### src/rtl/audio_prescale_search.sv
module audio_prescale_search #(
  parameter int          W        = 32,
  parameter int          RATIO    = 384,
  parameter int          PW       = 5,
  parameter logic [31:0] ERR_INIT = 32'h0000_FFFF
) (
  input  logic          clk,
  input  logic          rst_n,
  input  logic          start,
  input  logic [W-1:0]  ref_rate,
  input  logic [W-1:0]  req_rate,
  output logic [PW-1:0] presc_a,
  output logic [PW-1:0] presc_b,
  output logic [W-1:0]  err_out,
  output logic          done
);
  localparam int NCAND = 1 << PW;
  localparam int CW    = $clog2(W);

  typedef enum logic [1:0] {S_IDLE, S_DIV, S_EVAL} st_t;

  st_t           st;
  logic          base_ph;
  logic [PW-1:0] idx, best_idx;
  logic [CW-1:0] cnt;
  logic [W:0]    rem;
  logic [W-1:0]  quo, dvs, base, req_q, best_err;
  logic          done_q;

  wire [W:0]   trial = {rem[W-1:0], quo[W-1]};
  wire         fits  = trial >= {1'b0, dvs};
  wire [W-1:0] diff  = (req_q >= quo) ? (req_q - quo) : (quo - req_q);
  wire         last  = idx == PW'(NCAND - 1);

  assign presc_a = best_idx;
  assign presc_b = best_idx;
  assign err_out = best_err;
  assign done    = done_q;

  always_ff @(posedge clk or negedge rst_n) begin
    if (!rst_n) begin
      st       <= S_IDLE;
      base_ph  <= 1'b0;
      idx      <= '0;
      cnt      <= '0;
      rem      <= '0;
      quo      <= '0;
      dvs      <= '0;
      base     <= '0;
      req_q    <= '0;
      best_idx <= '0;
      best_err <= W'(ERR_INIT);
      done_q   <= 1'b0;
    end else begin
      case (st)
        S_IDLE: if (start) begin
          req_q    <= req_rate;
          quo      <= ref_rate;
          rem      <= '0;
          dvs      <= W'(RATIO);
          cnt      <= '0;
          base_ph  <= 1'b1;
          idx      <= '0;
          best_idx <= '0;
          best_err <= W'(ERR_INIT);
          done_q   <= 1'b0;
          st       <= S_DIV;
        end
        S_DIV: begin
          if (fits) begin
            rem <= trial - {1'b0, dvs};
            quo <= {quo[W-2:0], 1'b1};
          end else begin
            rem <= trial;
            quo <= {quo[W-2:0], 1'b0};
          end
          if (cnt == CW'(W - 1)) st <= S_EVAL;
          else cnt <= cnt + 1'b1;
        end
        S_EVAL: begin
          rem <= '0;
          cnt <= '0;
          if (base_ph) begin
            base    <= quo;
            dvs     <= W'(1);
            base_ph <= 1'b0;
            st      <= S_DIV;
          end else begin
            if (diff < best_err) begin
              best_err <= diff;
              best_idx <= idx;
            end
            if (last) begin
              done_q <= 1'b1;
              st     <= S_IDLE;
            end else begin
              idx <= idx + 1'b1;
              quo <= base;
              dvs <= W'(idx) + W'(2);
              st  <= S_DIV;
            end
          end
        end
        default: st <= S_IDLE;
      endcase
    end
  end

  p_best_no_rise_r4: assert property (@(posedge clk) disable iff (!rst_n)
    (st != S_IDLE && $past(st) != S_IDLE) |-> best_err <= $past(best_err));

  p_idx_step_r3: assert property (@(posedge clk) disable iff (!rst_n)
    (st != S_IDLE && $past(st) != S_IDLE && idx != $past(idx)) |-> idx == $past(idx) + 1'b1);

  p_err_cap_r5: assert property (@(posedge clk) disable iff (!rst_n)
    done |-> err_out <= W'(ERR_INIT));

  p_done_hold_r7: assert property (@(posedge clk) disable iff (!rst_n)
    (done && !start) |=> done);

  p_busy_start_r8: assert property (@(posedge clk) disable iff (!rst_n)
    (st != S_IDLE && start) |=> req_q == $past(req_q));
endmodule

### config.mk
export PLATFORM = sky130hd
export DESIGN_NAME = audio_prescale_search
export DESIGN_NICKNAME = d
export VERILOG_FILES = /design/src/rtl/audio_prescale_search.sv
export SDC_FILE = /design/constraint.sdc
export NUM_CORES = 1
export LEC_CHECK = 0
export ABC_AREA = 1
export BUFFER_PORTS_ARGS = -buffer_cell sky130_fd_sc_hd__buf_2
export CAP_MARGIN = 20
export CORE_AREA = 2 2 299 183
export CTS_CLUSTER_DIAMETER = 80
export DETAILED_ROUTE_END_ITERATION = 8
export DIE_AREA = 0 0 301 185
export HOLD_SLACK_MARGIN = 0.05
export PLACE_DENSITY = 0.46
export REMOVE_ABC_BUFFERS = 1
export SKIP_CTS_REPAIR_TIMING = 1
export SLEW_MARGIN = 20
export SYNTH_ARGS = -nofsm -noshare
export SYNTH_HDL_FRONTEND = slang
export SYNTH_SLANG_ARGS = --single-unit
### constraint.sdc
create_clock -name clk -period 6.2 [get_ports clk]
set_input_delay 0.31 -clock clk [delete_from_list [all_inputs] [get_ports clk]]
set_output_delay 0.31 -clock clk [all_outputs]
set_load 0.02 [all_outputs]
# ---- Word-level counts from Yosys, hierarchy flattened
# Index checks and enable logic that the tools add are counted.
dict set report totals {
  reg_bits 211
  input_bits 67
  output_inout_bits 43
  wordCells 84
}
dict set report classes {
  addsub 6
  n_lt_le_gt_ge 3
  n_eq_ne 12
  mux 37
  reduce_logical 14
}
# operator count
set op_table {}
lappend op_table {{32-bit two-way mux} 12}
lappend op_table {{32-bit case mux with 3 select lines} 2}
lappend op_table {{32-bit case mux with 2 select lines} 2}
lappend op_table {{32-bit subtractor} 3}
lappend op_table {{33-bit by 32-bit greater-or-equal comparator with 1-bit output} 1}
lappend op_table {{32-bit greater-or-equal comparator} 1}
lappend op_table {{32-bit < comparator} 1}
lappend op_table {{5-bit two-way mux} 6}
lappend op_table {{5-bit case mux with 2 select lines} 2}
lappend op_table {{4-bit AND reduction} 4}
lappend op_table {{5-bit case mux with 3 select lines} 1}
lappend op_table {{2-bit inequality test, second input constant} 7}
lappend op_table {{5-bit by 1-bit adder with 5-bit output, second input constant} 2}
lappend op_table {{5-bit == test, second input constant} 2}
lappend op_table {{2-bit AND reduction} 5}
lappend op_table {{1-bit two-way mux} 7}
lappend op_table {{5-bit by 2-bit adder with 6-bit output, second input constant} 1}
lappend op_table {{2-bit case mux with 3 select lines} 1}
lappend op_table {{3-bit AND reduction} 2}
lappend op_table {{2-bit two-way mux} 2}
lappend op_table {{1-bit case mux with 2 select lines} 2}
lappend op_table {{3-bit inequality test, second input constant} 1}
lappend op_table {{3-bit nonzero test} 1}
lappend op_table {{2-bit by 1-bit == test with 1-bit output, second input constant} 1}
lappend op_table {{3 further kinds} 3}

# ---- Logic depth before layout (Yosys ltp)
# Gate-level depths: netlist of run 1.
dict set report logic_depth {
  ltp_word 6
  depth_mapped 34
  ltp_nobuf 32
}

# ---- Least setup slack after synthesis of run 1
# Ideal clock, no wire load.
dict set report synth_path {
  kind {reg-to-reg}
  from {reg req_q[0]}
  to {reg best_idx[0] (netlist: presc_a[0])}
  setup_time_ps 126
  arrival_ps 3391
  required_time_ps 6074
  setup_slack_ps 2683
  stages_incl_launch_ff 30
  path_buffers 3
  period_less_slack_ps 3517
  path_cell_list {dfrtp_1 > inv_1 > ha_1 > inv_1 > fa_1 > nand3_1 > nand3_1 > nand2_1 > nand2_1 > nand2_2 > nand3_2 > nand2_2 > nand2_4 > inv_2 > buf_6 > nand2_1 > nand2_1 > inv_1 > ha_1 > nand2_1 > nor2_1 > nand3_1 > nor4_1 > nand2_1 > nand2_1 > nand2_1 > nand3_1 > buf_2 > buf_2 > o21ai_0}
}
dict set report synth_between {
  elab_chain_cells 5
  word_cells_on_any_way 7
  cone_classes {add/sub (2); order compare (2); eq/ne (1); mux (1); reduce/logical (1)}
}
# item line
set synth_lines {}
lappend synth_lines {{start: declaration} 27} ;# logic [W-1:0] quo, dvs, base, req_q, best_err;
lappend synth_lines {{start signal: assignment} 57} ;# req_q <= req_rate;
lappend synth_lines {{32-bit subtractor / 32-bit greater-or-equal comparator (equally long branches)} 32} ;# wire [W-1:0] diff = (req_q >= quo) ? (req_q - quo) : (quo - req_q);
lappend synth_lines {{32-bit two-way mux *} 32}
lappend synth_lines {{32-bit < comparator *} 89} ;# if (diff < best_err) begin
lappend synth_lines {{2-bit inequality test (no line) *} --}
lappend synth_lines {{4-bit AND reduction (no line) *} --}
lappend synth_lines {{end signal: assignment} 91} ;# best_idx <= idx;
lappend synth_lines {{end: declaration} 24} ;# logic [PW-1:0] idx, best_idx;
# Mark *: on every way between the ends. The rest lies on a longest branch, timed or not.
# A chain may end at the register's enable or synchronous reset.

# ---- Final worst setup path of run 1
dict set report layout_path {
  from {reg req_q[0]}
  to {reg best_err[25] (netlist: err_out[25])}
}
dict set report layout_between {
  elab_chain_cells 5
  word_cells_on_any_way 10
  cone_classes {add/sub (2); order compare (2); eq/ne (1); mux (4); reduce/logical (1)}
}
# item line
set layout_lines {}
lappend layout_lines {{32-bit subtractor / 32-bit greater-or-equal comparator (equally long branches)} 32}
lappend layout_lines {{32-bit two-way mux *} 32}
lappend layout_lines {{32-bit < comparator / 32-bit two-way mux (equally long branches)} 89}
lappend layout_lines {{2-bit inequality test (no line) / 32-bit two-way mux (equally long branches)} --}
lappend layout_lines {{4-bit AND reduction (no line) / 32-bit case mux with 2 select lines (equally long branches)} --}
lappend layout_lines {{end signal: assignment} 52} ;# best_err <= W'(ERR_INIT);
lappend layout_lines {{end signal: assignment} 65} ;# best_err <= W'(ERR_INIT);
lappend layout_lines {{end signal: assignment} 90} ;# best_err <= diff;
lappend layout_lines {{end: declaration} 27}
# Mark *: on every way between the ends. The rest lies on a longest branch, timed or not. The select of a mux whose other input is x is not followed.

==> out/metrics.cfg, run 1 <==
[finish]
fillers=5898
fin_cells=3119
stdcell_area_sq_um=16900
area_growth_pct=11.8
drive_gt1_frac=0.0940
final_nets=2573
num_antenna_cells=0
regArea_sq_um=4670
multi_input_area_sq_um=8560

[synthesis]
yosysMostFrequentCell=nand2_1
netlist_instances=2318
yosys.area.top_type=dfrtp_1
ys_async_sr_fraction=1.00
synthFlopType=dfrtp_1
synth_commonest_cells=nand2_1, inv_1, dfrtp_1
synth_top_area_frac=0.281
yosysWarningCount=0
yosys-top-cells-area=dfrtp_1, nand2_1, inv_1
syn_area_per_cell_sq_um=6.53
synth-seq-area-share=0.309
synth_edf_count=0
synth_seq_cells=186
synthesis.area_sq_um=15100
synthDistinctLibCells=52

[placement]
hpwl_um=43400
gp_congestion=0.942
post_dp_cell_area_sq_um=16400
post-place-cells=3086
port_buffers=109
pre_cts_ws_ns=0.932

[detailed_routing]
num_vias=14600
drtPass1Iterations=5
routed_wl_um=54500
post-route-drc-count=0
viasPerCell=4.69
avgRoutedWirePerCell_um=17.5
drtIter0Drc=1293
antenna_left=0

[clock_network]
cts.reportedPaths.clkPinSlew_ns=0.08
clock_latency_ns=0.47
cts_tree=yes
clockBufferDepth=2
cts-htree-levels=4
cts_buffers=17
cts_sinks=186
root_buffer=clkbuf_16

[die]
fp.coreArea_sq_um=53300
ioPinCount=110
die-area_sq_um=55700
rows=66
die_x_um=301
initial_core_util=0.284
die_h_um=185

[setup_path]
r2r-start=req_q[0]$_DFFE_PN0P_
worstPathRequired_ns=6.54
cpMostUsedCell=nand2_1
end_kind=flip-flop
cp_slowest_cell=nand3_1
critPathKind=reg2reg
arrival_ns=5.63
worst-r2r-setup-slack_ns=0.91
startpoint_type=flip-flop
worstRegToRegCells=27
max_stage_delay_ns=0.55
crit_fanout=34
r2r_end=err_out[25]$_DFFE_PN0P_

[timing]
finalHoldViolCount=0
fmax_mhz=189
max_slew_margin=0.376
finalWorstSetupSlack_ns=0.911
fin_skew_ns=0.0194
setup-tns-final_ns=0
setup_viol=0
rsz0062_at_grt=false
period_share=0.853
worst_pin_slew_ns=0.934
fin_crit_ns=5.29
maxSlewViolCount=0

[global_routing]
grtUsageTotal=0.200
grt_pass1_wl_um=84500
antenna_found_initial=0
grt_start_max_net_pins=77
grt_pass1_vias=13900
overflow=0

[job]
drv_cap=0

[hold_path]
hold_end=quo[5]$_DFFE_PN0P_
whs_path_depth=3
hold_class=in2reg
worstHoldStart=ref_rate[5]

[run_status]
status=finished clean

==> cells in the final DEF, fill, tap and decap left out, types with 3 or more instances in the layout <==
cell / Yosys / routed
o211ai_1: 20 / 20
o21ai_0: 101 / 101
a21oi_1: 114 / 114
o21ai_1: 34 / 34
nor2_1: 147 / 146
inv_8: 0 / 5
clkinvlp_4: 0 / 3
dfstp_2: 16 / 16
inv_2: 11 / 11
clkbuf_16: 0 / 17
o22ai_1: 18 / 18
nor2_2: 5 / 5
dfrtp_1: 170 / 170
nand2_1: 809 / 807
nand3_1: 103 / 103
o21a_1: 3 / 3
xnor2_1: 12 / 12
a221oi_1: 16 / 16
inv_1: 404 / 404
xor2_1: 42 / 42
buf_2: 13 / 108
nand4_1: 21 / 21
o21bai_1: 11 / 11
o21ai_2: 5 / 5
nand3b_1: 4 / 4
ha_1: 111 / 110
buf_4: 12 / 10
nand3_2: 5 / 5
nor2_4: 5 / 6
a31oi_1: 3 / 3
nand2_2: 9 / 11
fa_1: 3 / 3
nor3_1: 24 / 24
==> worst max-delay path by stage <==
stage | start | end | slack, ns | cells past startpoint
6_report | req_q[0]$_DFFE_PN0P_ | err_out[25]$_DFFE_PN0P_ | 0.91 | 27
5_1_grt | req_q[0]$_DFFE_PN0P_ | err_out[25]$_DFFE_PN0P_ | 0.34 | 28
4_1_cts | req_q[0]$_DFFE_PN0P_ | err_out[17]$_DFFE_PN0P_ | 0.90 | 29
3_5_place_dp | req_q[0]$_DFFE_PN0P_ | err_out[25]$_DFFE_PN0P_ | 0.93 | 27
3_3_place_gp | req_q[0]$_DFFE_PN0P_ | err_out[25]$_DFFE_PN0P_ | 0.90 | 27
2_1_floorplan | req_q[0]$_DFFE_PN0P_ | presc_a[0]$_DFFE_PN0P_ | 1.92 | 26
==> stage by stage <==
stage	hold WS, ns	utilization
3_5_place_dp	0.397	0.307
4_1_cts	-0.134	0.318
5_1_grt	0.0619	0.318
2_1_floorplan	0.0144	-
6_report	0.0842	0.318
3_3_place_gp	0.395	0.307
==> registers in the layout, indices dropped and copies added (netlist names) <==
name	count
done	1
base	32
err_out	32
idx	5
st	2
base_ph	1
req_q	32
rem	32
quo	32
dvs	7
presc_a	5
cnt	5
==> cells by family after synthesis <==
family | after synthesis | share of synthesized area
AOI/OAI and AO/OA | 336 | 0.126
xor gates and xnor gates | 54 | 0.0312
adders and majority gates | 114 | 0.0957
buffers and inverters | 483 | 0.127
DFF | 186 | 0.309
muxes | 1 | 0.000743
and+or+nand+nor | 1144 | 0.310
==> final cells by class <==
| cell class | count | share of cell area |
|---|---|---|
| flip-flops and latches | 186 | 0.276 |
| clock inverters | 15 | 0.00894 |
| repair buffers | 121 | 0.0389 |
| clock buffers | 17 | 0.0251 |
| well taps | 714 | 0.0527 |
| inverters | 417 | 0.0926 |
| multi-input cells | 1649 | 0.506 |
==> critical path, delay by kind of cell (launching register included) <==
kind                     cells  cell delay (ns)
AND/OR/NAND/NOR             17             2.31
adder cells (fa/ha/maj)      3             0.88
AO/OA/AOI/OAI                3             0.80
buffers and inverters        4             0.75
flip-flops                   1             0.39
==> routing by layer <==
layer	up-vias	GRT usage	wire, um
met1	6811	0.335	31300
met2	413	0.250	19000
met5	-	0	0
met4	0	0.0356	511
met3	24	0.0400	3640
li1	7377	-	-
Power of run 1 is left out: the tool's default activity adds up to more than one toggle a clock period on the data nets, which glitch-free logic cannot reach.
==> run 2: changes to the inputs <==
--- a/config.mk
+++ b/config.mk
@@ -8,10 +8,10 @@
 export ABC_AREA = 1
 export BUFFER_PORTS_ARGS = -buffer_cell sky130_fd_sc_hd__buf_2
 export CAP_MARGIN = 20
-export CORE_AREA = 2 2 299 183
+export CORE_AREA = 4 4 301 185
 export CTS_CLUSTER_DIAMETER = 80
 export DETAILED_ROUTE_END_ITERATION = 8
-export DIE_AREA = 0 0 301 185
+export DIE_AREA = 0 0 305 189
 export HOLD_SLACK_MARGIN = 0.05
 export PLACE_DENSITY = 0.46
 export REMOVE_ABC_BUFFERS = 1
==> constraint.sdc (replaced) <==
create_clock -name clk -period 6.6 [get_ports clk]
set_input_delay 0.33 -clock clk [delete_from_list [all_inputs] [get_ports clk]]
set_output_delay 0.33 -clock clk [all_outputs]
set_load 0.02 [all_outputs]
==> run 2 against run 1 <==
- first-iteration DRC count fell by 7.4%
- sequential share of layout area barely moved
- clock skew fell by 0.0017 ns
- hold slack improved by 0.0072 ns
- wire length rose by 0.31%
- global-route usage fell by 0.83 points
- worst setup slack improved by 0.47 ns
- clock-buffer cell count rose by 1
- sequential cell count did not move
- die area rose by 3.5%
- final cell count barely moved
- critical path type unchanged
- largest cell class unchanged
==> out/metrics.cfg, run 2 (synthesized netlist as in run 1, its figures left out) <==
[run_status]
status=finished clean

[finish]
num_antenna_cells=0  ; unchanged
area_growth_pct=11.9
drive_gt1_frac=0.0936  ; -0.000377
layout_common_cells=nand2_1, inv_1, dfrtp_1
multi_input_area_sq_um=8560  ; unchanged
final_nets=2572  ; -0.039%
regArea_sq_um=4670  ; unchanged
layout_commonest_cell=nand2_1
fillers=5934  ; +0.61%

[detailed_routing]
drtPass1Iterations=6  ; +1
post-route-drc-count=0  ; unchanged
avgRoutedWirePerCell_um=17.5  ; +0.35%
viasPerCell=4.68  ; -0.13%
drtIter0Drc=1197  ; -7.4%
routed_wl_um=54600  ; +0.31%
num_vias=14600  ; -0.16%
antenna_left=0  ; unchanged

[clock_network]
cts_sinks=186  ; unchanged
cts_buffers=17  ; unchanged
cts_tree=yes
cts-htree-levels=4  ; unchanged
clockBufferDepth=2  ; unchanged
root_buffer=clkbuf_16
clock_latency_ns=0.48  ; about the same
cts.reportedPaths.clkPinSlew_ns=0.08  ; about the same

[die]
die_x_um=305  ; +1.3%
fp.coreArea_sq_um=53300  ; unchanged
die_h_um=189  ; +2.2%
rows=66  ; unchanged
die-area_sq_um=57600  ; +3.5%
initial_core_util=0.284  ; unchanged
ioPinCount=110  ; unchanged

[setup_path]
cpMostUsedCell=nand2_1
end_kind=flip-flop
arrival_ns=5.60  ; -0.03 ns
worstPathRequired_ns=6.98  ; +0.44 ns
cp_slowest_cell=nand3_1
max_stage_delay_ns=0.57  ; +0.02 ns
startpoint_type=flip-flop
worstRegToRegCells=27  ; unchanged
critPathKind=reg2reg
crit_fanout=34  ; unchanged

[timing]
setup-tns-final_ns=0  ; unchanged
max_slew_margin=0.278  ; -0.0981
rsz0062_at_grt=false
maxSlewViolCount=0  ; unchanged
finalHoldViolCount=0  ; unchanged
period_share=0.790  ; -0.0627
fmax_mhz=192  ; +1.4%
worst_pin_slew_ns=1.08  ; +0.148 ns
fin_crit_ns=5.22  ; -0.0726 ns
fin_skew_ns=0.0177  ; -0.00172 ns
setup_viol=0  ; unchanged

[job]
drv_cap=0  ; unchanged

[global_routing]
grtUsageTotal=0.191  ; -0.00835
antenna_found_initial=0  ; unchanged
grt_pass1_vias=14000  ; +0.66%
overflow=0  ; unchanged
grt_pass1_wl_um=85100  ; +0.66%
grt_start_max_net_pins=101  ; +31%

[placement]
gp_congestion=0.934  ; -0.78%
hpwl_um=43500  ; +0.43%
port_buffers=109  ; unchanged

[hold_path]
hold_class=in2reg
whs_path_depth=3  ; unchanged

==> run 2: area by class of cell <==
class                           count  area share
Multi-Input combinational cell   1649       0.505
Sequential cell                   186       0.276
Inverter                          417      0.0925
Tap cell                          714      0.0527
Timing Repair Buffer              120      0.0377
Clock buffer                       18      0.0259
Clock inverter                     14      0.0103
==> run 2: through the flow <==
stage	hold WS, ns	instances	area, sq um	setup slack (ns)	util
after floorplan	0.0344	2252	14800	2.32	-
after global placement	0.461	3085	16300	1.48	0.307
after detailed placement	0.466	3085	16300	1.49	0.307
after CTS	0.000563	3117	16900	1.47	0.318
after global routing	0.0941	3118	17000	0.845	0.318
final	0.0914	3118	17000	1.38	0.318
==> run 2: path summary, 6_finish.rpt <==
kind / slack [ns] / startpoint / to
max: 1.38 / req_q[0]$_DFFE_PN0P_ / err_out[26]$_DFFE_PN0P_
min reg2reg: 0.48 / err_out[3]$_DFFE_PN1P_ / err_out[3]$_DFFE_PN1P_
min: 0.09 / ref_rate[17] / quo[17]$_DFFE_PN0P_
max in group asynchronous: 4.67 / rst_n / req_q[22]$_DFFE_PN0P_
min in group asynchronous: 0.54 / rst_n / base[1]$_DFFE_PN0P_
max reg2reg: 1.38 / req_q[0]$_DFFE_PN0P_ / err_out[26]$_DFFE_PN0P_
==> run 2: routing by layer <==
layer	wire [um]	up-vias	global-route usage	part of all wire
li1	-	7352	-	-
met1	31700	6822	0.323	0.58
met2	19100	399	0.242	0.35
met3	3210	28	0.0352	0.059
met4	580	0	0.0367	0.011
met5	0	-	0	0
==> run 2: worst max-delay path: cells and delay by family (launching register included) <==
| kind | cells | cell delay, ns |
|---|---|---|
| fa+ha+maj | 3 | 0.91 |
| buf+inv | 4 | 0.77 |
| compound gates | 3 | 0.67 |
| flops | 1 | 0.39 |
| simple gates | 17 | 2.34 |
Power of run 2 is left out for the same reason.
==> run 3: changes to the inputs <==
==> constraint.sdc (replaced) <==
create_clock -name clk -period 4.84 [get_ports clk]
set_input_delay 0.242 -clock clk [delete_from_list [all_inputs] [get_ports clk]]
set_output_delay 0.242 -clock clk [all_outputs]
set_load 0.02 [all_outputs]
==> run 3 against run 2 <==
- final cell count rose by 1.3%
- via count rose by 1.6%
- global-route usage fell by 0.57 points
- non-clock buffer count rose by 41
- critical endpoint is now err_out[19]$_DFFE_PN0P_
==> out/metrics.cfg, run 3 (synthesized netlist as in run 1, its figures left out) <==
[setup_path]
end_kind=flip-flop
startpoint_type=flip-flop
cp-startpoint=req_q[0]$_DFFE_PN0P_
arrival_ns=4.83  ; -0.77 ns
cp_slowest_cell=fa_1
critPathKind=reg2reg
worstPathRequired_ns=5.23  ; -1.75 ns
r2r-start=req_q[0]$_DFFE_PN0P_
worstRegToRegCells=29  ; +7.4%
crit_fanout=31  ; -8.8%
worst-r2r-setup-slack_ns=0.40  ; -0.98 ns
r2r_end=err_out[19]$_DFFE_PN0P_
crit_end=err_out[19]$_DFFE_PN0P_
cpMostUsedCell=nand2_1
max_stage_delay_ns=0.46  ; -0.11 ns

[timing]
fin_skew_ns=0.0178  ; +0.0000835 ns
setup-tns-final_ns=0  ; unchanged
rsz0062_at_grt=false
period_share=0.917  ; +0.127
finalHoldViolCount=0  ; unchanged
fin_crit_ns=4.44  ; -0.779 ns
fmax_mhz=225  ; +18%
maxSlewViolCount=0  ; unchanged
setup_viol=0  ; unchanged
worst_pin_slew_ns=1.14  ; +0.0599 ns
max_slew_margin=0.238  ; -0.0400

[die]
ioPinCount=110  ; unchanged
rows=66  ; unchanged
die_x_um=305  ; unchanged
fp.coreArea_sq_um=53300  ; unchanged
die-area_sq_um=57600  ; unchanged
die_h_um=189  ; unchanged
initial_core_util=0.284  ; unchanged

[finish]
num_antenna_cells=0  ; unchanged
multi_input_area_sq_um=8580  ; +0.15%
area_growth_pct=14.8
layout_common_cells=nand2_1, inv_1, dfrtp_1
layout_commonest_cell=nand2_1
drive_gt1_frac=0.0949  ; +0.00133
final_nets=2613  ; +1.6%
regArea_sq_um=4670  ; unchanged
fillers=5869  ; -1.1%

[clock_network]
cts_sinks=186  ; unchanged
cts-htree-levels=4  ; unchanged
cts_tree=yes
cts.reportedPaths.clkPinSlew_ns=0.08  ; about the same
cts_buffers=17  ; unchanged
root_buffer=clkbuf_16
clockBufferDepth=2  ; unchanged
clock_latency_ns=0.48  ; about the same

[placement]
gp_congestion=0.948  ; +1.5%
hpwl_um=42100  ; -3.4%
port_buffers=109  ; unchanged

[detailed_routing]
avgRoutedWirePerCell_um=16.8  ; -3.8%
drtIter0Drc=1350  ; +13%
num_vias=14800  ; +1.6%
drtPass1Iterations=6  ; unchanged
routed_wl_um=53200  ; -2.6%
viasPerCell=4.70  ; +0.36%
antenna_left=0  ; unchanged
post-route-drc-count=0  ; unchanged

[global_routing]
antenna_found_initial=0  ; unchanged
overflow=0  ; unchanged
grt_pass1_vias=13900  ; -0.23%
grtUsageTotal=0.186  ; -0.00567
grt_start_max_net_pins=113  ; +12%
grt_pass1_wl_um=83100  ; -2.3%

[hold_path]
hold_class=in2reg

[run_status]
status=finished clean

[job]
drv_cap=0  ; unchanged

[run 3: critical path: cells and delay by family (launching register included)]
family	cells	cell delay [ns]
adders and majority gates	3	0.87
buffers and inverters	6	0.87
DFF	1	0.39
AOI/OAI and AO/OA	1	0.08
and+or+nand+nor	19	2.13
[run 3: layout make-up]
| class | count | share of cell area |
|---|---|---|
| Multi-Input combinational cell | 1649 | 0.493 |
| Sequential cell | 186 | 0.269 |
| Inverter | 417 | 0.0902 |
| Timing Repair Buffer | 161 | 0.0625 |
| Tap cell | 714 | 0.0514 |
| Clock buffer | 17 | 0.0245 |
| Clock inverter | 14 | 0.00921 |
[run 3: metal layers]
layer  wire, um  GRT usage
met4        607     0.0375
met5          0          0
met2      19000      0.236
met3       3700     0.0333
met1      29900      0.312
[run 3: per-stage QoR]
stage                     area [sq um]  cells   util  hold slack [ns]  worst slack [ns]
final                            17400   3158  0.326           0.0338             0.402
after global routing             17400   3158  0.326           0.0502            0.0224
after CTS                        17000   3121  0.319           -0.212             0.291
after detailed placement         16400   3090  0.308            0.315             0.317
after global placement           16400   3090  0.308            0.313             0.309
after floorplan                  14800   2252      -          -0.0536             0.558
[run 3: worst min-delay path by stage]
stage                       from                    end  cells past startpoint
finish               ref_rate[6]     quo[6]$_DFFE_PN0P_                      3
global route        req_rate[30]  req_q[30]$_DFFE_PN0P_                      3
CTS                        rst_n    base[0]$_DFFE_PN0P_                      1
detailed placement         rst_n    base[0]$_DFFE_PN0P_                      1
global placement           rst_n    base[0]$_DFFE_PN0P_                      1
floorplan                  rst_n    base[0]$_DFFE_PN0P_                      0
Power of run 3 is left out for the same reason.
